--- src/rtl/rstgen_pkg.sv ---
package rstgen_pkg;
  localparam int FLAG_POR = 0;
  localparam int FLAG_WDT = 1;
  localparam int NUM_FLAGS = 2;
  typedef logic [NUM_FLAGS-1:0] cause_t;
endpackage

--- src/rtl/rstgen_phase.sv ---
module rstgen_phase #(
  parameter int CLKS_PER_MC = 4
) (
  input  logic clk_i,
  input  logic rst_ni,
  output logic strobe_o
);
  localparam int PW = (CLKS_PER_MC > 2) ? $clog2(CLKS_PER_MC) : 1;
  localparam logic [PW-1:0] LAST = PW'(CLKS_PER_MC - 1);

  logic [PW-1:0] ph_q;

  always_ff @(posedge clk_i or negedge rst_ni) begin
    if (!rst_ni)          ph_q <= '0;
    else if (ph_q == LAST) ph_q <= '0;
    else                  ph_q <= ph_q + 1'b1;
  end

  assign strobe_o = (ph_q == LAST);

  // one sample strobe per machine cycle, phase never out of range
  assert_phase_range_R2: assert property (@(posedge clk_i) disable iff (!rst_ni)
    ph_q <= LAST);
  assert_strobe_gap_R2: assert property (@(posedge clk_i) disable iff (!rst_ni)
    strobe_o |=> !strobe_o);
endmodule

--- src/rtl/rstgen_qual.sv ---
module rstgen_qual #(
  parameter int SYNC_STAGES = 2,
  parameter int QUAL_MC     = 2
) (
  input  logic clk_i,
  input  logic rst_ni,
  input  logic pin_i,
  input  logic strobe_i,
  output logic hold_o
);
  localparam int CW = $clog2(QUAL_MC + 1);
  localparam logic [CW-1:0] QMAX = CW'(QUAL_MC);

  logic [SYNC_STAGES-1:0] sff_q;
  logic [CW-1:0]          hi_q;
  logic                   pin_s;

  for (genvar g = 0; g < SYNC_STAGES; g++) begin : g_sync
    if (g == 0) begin : g_first
      always_ff @(posedge clk_i or negedge rst_ni)
        if (!rst_ni) sff_q[g] <= 1'b0;
        else         sff_q[g] <= pin_i;
    end else begin : g_next
      always_ff @(posedge clk_i or negedge rst_ni)
        if (!rst_ni) sff_q[g] <= 1'b0;
        else         sff_q[g] <= sff_q[g-1];
    end
  end

  assign pin_s = sff_q[SYNC_STAGES-1];

  always_ff @(posedge clk_i or negedge rst_ni) begin
    if (!rst_ni) hi_q <= '0;
    else if (strobe_i) begin
      if (!pin_s)          hi_q <= '0;
      else if (hi_q != QMAX) hi_q <= hi_q + 1'b1;
    end
  end

  assign hold_o = (hi_q == QMAX);

  // qualification only completes on a sample strobe with the pin high
  assert_qual_on_strobe_R2: assert property (@(posedge clk_i) disable iff (!rst_ni)
    $rose(hold_o) |-> $past(strobe_i) && $past(pin_s));
  assert_drop_on_strobe_R2: assert property (@(posedge clk_i) disable iff (!rst_ni)
    $fell(hold_o) |-> $past(strobe_i));
endmodule

--- src/rtl/rstgen_flags.sv ---
module rstgen_flags
  import rstgen_pkg::*;
(
  input  logic   clk_i,
  input  logic   rst_ni,
  input  logic   por_i,
  input  logic   wdt_i,
  input  logic   we_i,
  input  cause_t wd_i,
  output cause_t flags_o
);
  cause_t flags_q, set_v, clr_v;

  always_comb begin
    set_v           = '0;
    set_v[FLAG_POR] = por_i;
    set_v[FLAG_WDT] = wdt_i;
    clr_v           = we_i ? ~wd_i : '0;
  end

  always_ff @(posedge clk_i or negedge rst_ni) begin
    if (!rst_ni) begin
      flags_q           <= '0;
      flags_q[FLAG_POR] <= 1'b1;
    end else begin
      flags_q <= (flags_q & ~clr_v) | set_v;
    end
  end

  assign flags_o = flags_q;

  assert_por_sets_R9: assert property (@(posedge clk_i) disable iff (!rst_ni)
    por_i |=> flags_o[FLAG_POR]);
  assert_wdt_sets_R9: assert property (@(posedge clk_i) disable iff (!rst_ni)
    wdt_i |=> flags_o[FLAG_WDT]);
  assert_por_kept_R9: assert property (@(posedge clk_i) disable iff (!rst_ni)
    (!por_i && !we_i) |=> $stable(flags_o[FLAG_POR]));
  assert_wr_clear_R8: assert property (@(posedge clk_i) disable iff (!rst_ni)
    (we_i && !wd_i[FLAG_WDT] && !wdt_i) |=> !flags_o[FLAG_WDT]);
endmodule

--- src/rtl/rstgen_top.sv ---
module rstgen_top
  import rstgen_pkg::*;
#(
  parameter int CLKS_PER_MC = 4,
  parameter int SYNC_STAGES = 2,
  parameter int QUAL_MC     = 2,
  parameter int STRETCH_MC  = 2
) (
  input  logic       clk_i,
  input  logic       rst_ni,
  input  logic       ext_rst_i,
  input  logic       por_i,
  input  logic       wdt_rst_i,
  input  logic       flag_we_i,
  input  logic [1:0] flag_wd_i,
  output logic       core_rst_o,
  output logic       pc_clr_o,
  output logic       por_flag_o,
  output logic       wdt_flag_o
);
  localparam int SW = $clog2(STRETCH_MC + 1);
  localparam logic [SW-1:0] SMAX = SW'(STRETCH_MC);

  logic          mc_strobe, ext_hold, src_req, rst_dly_q;
  logic [SW-1:0] str_q;
  cause_t        flags;

  rstgen_phase #(.CLKS_PER_MC(CLKS_PER_MC)) u_phase (
    .clk_i(clk_i), .rst_ni(rst_ni), .strobe_o(mc_strobe));

  rstgen_qual #(.SYNC_STAGES(SYNC_STAGES), .QUAL_MC(QUAL_MC)) u_qual (
    .clk_i(clk_i), .rst_ni(rst_ni), .pin_i(ext_rst_i),
    .strobe_i(mc_strobe), .hold_o(ext_hold));

  rstgen_flags u_flags (
    .clk_i(clk_i), .rst_ni(rst_ni), .por_i(por_i), .wdt_i(wdt_rst_i),
    .we_i(flag_we_i), .wd_i(flag_wd_i), .flags_o(flags));

  assign src_req = ext_hold | por_i | wdt_rst_i;

  // stretch: reload while any source is active, count down on boundaries
  always_ff @(posedge clk_i or negedge rst_ni) begin
    if (!rst_ni)                       str_q <= SMAX;
    else if (src_req)                  str_q <= SMAX;
    else if (mc_strobe && str_q != '0) str_q <= str_q - 1'b1;
  end

  always_ff @(posedge clk_i or negedge rst_ni) begin
    if (!rst_ni) rst_dly_q <= 1'b1;
    else         rst_dly_q <= core_rst_o;
  end

  assign core_rst_o = (str_q != '0);
  assign pc_clr_o   = core_rst_o | rst_dly_q;
  assign por_flag_o = flags[FLAG_POR];
  assign wdt_flag_o = flags[FLAG_WDT];

  assert_src_rst_R4: assert property (@(posedge clk_i) disable iff (!rst_ni)
    (por_i || wdt_rst_i) |=> core_rst_o);
  assert_pin_hold_R3: assert property (@(posedge clk_i) disable iff (!rst_ni)
    ext_hold |=> core_rst_o);
  assert_release_boundary_R5: assert property (@(posedge clk_i) disable iff (!rst_ni)
    $fell(core_rst_o) |-> $past(mc_strobe) && !$past(src_req));
  assert_pc_trail_R6: assert property (@(posedge clk_i) disable iff (!rst_ni)
    $fell(core_rst_o) |-> pc_clr_o);
  assert_ext_noflag_R7: assert property (@(posedge clk_i) disable iff (!rst_ni)
    (!por_i && !wdt_rst_i && !flag_we_i) |=> $stable(flags));
endmodule

--- config.mk ---
export PLATFORM = sky130hd
export DESIGN_NAME = rstgen_top
export DESIGN_NICKNAME = d
export VERILOG_FILES = /design/src/rtl/rstgen_pkg.sv /design/src/rtl/rstgen_phase.sv /design/src/rtl/rstgen_qual.sv /design/src/rtl/rstgen_flags.sv /design/src/rtl/rstgen_top.sv
export SDC_FILE = /design/constraint.sdc
export NUM_CORES = 1
export LEC_CHECK = 0
export ABC_AREA = 1
export CAP_MARGIN = 20
export CORE_AREA = 10 10 47 49
export CTS_CLUSTER_SIZE = 30
export DETAILED_ROUTE_END_ITERATION = 12
export DIE_AREA = 0 0 57 59
export SETUP_SLACK_MARGIN = 0.4
export SYNTH_ARGS = -nofsm -noshare
export SYNTH_HDL_FRONTEND = slang
export SYNTH_SLANG_ARGS = --single-unit
export TNS_END_PERCENT = 30
--- constraint.sdc ---
create_clock -name clk_i -period 1 [get_ports clk_i]
set_input_delay 0.15 -clock clk_i [delete_from_list [all_inputs] [get_ports clk_i]]
set_output_delay 0.15 -clock clk_i [all_outputs]
set_load 0.03 [all_outputs]
==> impl_metrics.yaml <==
hold_path:
  hold_path.class: "primary input to asynchronous set/reset pin"
drt:
  vias: 390
  ant_nets: 0
  routed_wl_um: 987
  viasPerCell: 4.53
  drc: 0
  post_drt_wl_per_cell_um: 11.5
  drt_iter0_drc: 13
  first_pass_iters: 4
global_route:
  grt_use_total: 0.0686
  antenna_found_initial: 0
  overflow: 0
  grt_pass1_vias: 397
  grt_start_max_net_pins: 12
  grt_pass1_wl_mm: 1.75
worst_setup_path:
  crit_path_end_kind: "output port"
  crit_type: "flop to output port"
  cp-start-kind: "flop"
  rr_endpoint: "str_q[0]"
  r2r_start: "str_q[1]"
  cp.arrival_ns: 1.28
  cp_max_fo: 3
  cp-endpoint: "pc_clr_o"
  worst_r2r_path_depth: 10
  crit_required_ns: 0.85
  reg2reg_slack_ns: -0.37
  crit_start: "str_q[0]"
sta:
  setup_ws_ns: -0.426
  hold_violations: 0
  worst_slew_pin_slew_ns: 0.157
  clock_skew_ns: 0.00742
  grt_setup_unrepaired: "yes"
  fin_crit_ns: 1.43
  finalCritPeriodShare: 1.43
  fmax_ghz: 0.701
  whs_ns: 0.168
  setup_tns_ns: -1.79
  setup_violations: 6
  relSlewSlack: 0.894
  report.final.slew_viol_count: 0
clock_network:
  clock_sinks: 11
  root_buffer: "clkbuf_4"
  htreeDepth: 1
  cts_tree: "yes"
  clk_path_buf_depth: 2
  numCtsBuffers: 3
  insertion_delay_ns: 0.28
  clkTransAtPathRegs_ns: 0.07
yosys:
  synth_fa_ha_area_frac: 0.0822
  synth-simple-area-share: 0.189
  syn_nets: 58
  yosys.cell_types.count: 13
  synthXorXnorAreaFrac: 0
  yosysWarnings: 0
  synth-seq-cells: 11
  ys_seq_area_frac: 0.611
  synth_top_family_by_area: "simple AND/OR/NAND/NOR gates"
  syn_area_um2: 457
  synthMuxAreaShare: 0
  syn_area_per_cell_um2: 9.72
  synth_compound_area_frac: 0.0438
  netlist_instances: 47
pwr:
  p_sw_frac: 0.260
  power_frac_seq: 0.503
  finalPower_w: 0.000998
  ir_worst_vdd_mv: 0.744
  intPower_w: 0.000739
  power.density_nw_per_um2: 1340
  p_switching_w: 0.000260
  p_leak_nw: 0.360
  p_comb_frac: 0.190
  power_frac_clock: 0.306
final_layout:
  multiInputGateArea_um2: 186
  area_growth_pct: 63.6
  fill_cells: 145
  diodes: 0
  final_design_area_no_fill_um2: 747
  num-nets-final: 82
  register_area_um2: 279
  final_layout_size_suffix_gt1_frac: 0.414
floorplanning:
  rows: 14
  ios: 12
  fp.dieW_um: 57
  die_h_um: 59
  dieArea_um2: 3360
  initial_core_util: 0.326
  core_area_um2: 1400
place:
  pre_cts_slack_ns: -0.215
  io_buffers: 11
  hpwl_um: 693
  placedInstanceArea_um2: 634
  gp_congestion: 0.681
flow_run:
  cap_viol_max_count: 0
outcome:
  violations: "setup timing"
  status: "finished with violations"
## through the flow
step / util / std cells
finish: 0.533 / 86
global route: 0.533 / 86
CTS: 0.503 / 83
detailed placement: 0.453 / 77
global placement: 0.453 / 77
floorplan: - / 47
## sequential cells by signal (all words and copies together), names as in the netlist
register,cells
str_q,2
u_qual.pin_s,1
u_qual.hi_q,2
u_qual.sff_q,1
rst_dly_q,1
u_flags.flags_o,2
u_phase.ph_q,2
## final cells by class
class	count	area share
flip-flops and latches	11	0.374
repair buffers	19	0.260
multi-input cells	27	0.250
inverters	9	0.0553
clock buffers	4	0.0352
well taps	16	0.0268
## placed cells by master (no fill, tap or decap), types with 3 or more instances in the layout
master,synthesis,layout
nand2_2,0,3
clkdlybuf4s50_1,0,6
o21ai_1,2,3
buf_4,0,5
nand2_1,13,9
dfrtp_1,8,8
dfstp_2,3,3
buf_6,0,6
inv_1,8,6
clkbuf_4,0,3
## Yosys cell counts
cell      count  share of area
o21ai_1       2          0.022
nor2_1        2          0.016
nor2_2        1          0.014
nand3b_1      1          0.016
nand3_1       2          0.022
dfrtp_1       8           0.44
nand2_1      13           0.11
or2_2         1          0.014
dfstp_2       3           0.17
inv_1         8          0.066
inv_2         1         0.0082
ha_1          3          0.082
o21ai_0       2          0.022
## worst min-delay path by stage
stage,endpoint,slack [ns]
5_1_grt,str_q[0],0.17
4_1_cts,str_q[0],0.17
3_5_place_dp,u_qual.pin_s,0.34
3_3_place_gp,u_qual.pin_s,0.33
2_1_floorplan,str_q[0],-0.15
6_report,str_q[0],0.17
## per-layer routing
layer / vias up / global-route usage / part of all wire
met5: - / 0 / 0
met2: 14 / 0.0915 / 0.46
li1: 188 / - / -
met3: 5 / 0.0300 / 0.064
met1: 183 / 0.0771 / 0.44
met4: 0 / 0.0705 / 0.041
## worst max-delay path, stage by stage, from the launching register on
cell and delay (ns):
dfrtp_1 0.39, inv_2 0.08, ha_4 0.15, inv_8 0.03
or2_4 0.22, buf_6 0.13
## cells by family after synthesis
logic type                 count (synthesis)
AOI/OAI and AO/OA                          4
adders and majority gates                  3
buffers and inverters                      9
and+or+nand+nor                           20
DFF                                       11
## repair_timing
action                                  4_1_cts  5_1_grt
resized for setup                            10        6
hold buffers                                  0        0
buffers inserted                              2        3
endpoints found under the setup margin       13       13
pin swaps                                     5        4
## power groups by stage
stage | Sequential, W | Combinational [W] | Clock (W)
2_1_floorplan | 0.000517 | 0.0000807 | 0
3_3_place_gp | 0.000508 | 0.000163 | 0
3_5_place_dp | 0.000509 | 0.000169 | 0
4_1_cts | 0.000502 | 0.000180 | 0.000316
5_1_grt | 0.000507 | 0.000219 | 0.000341
6_report | 0.000503 | 0.000190 | 0.000306
Power figures use the tool's default switching activity.
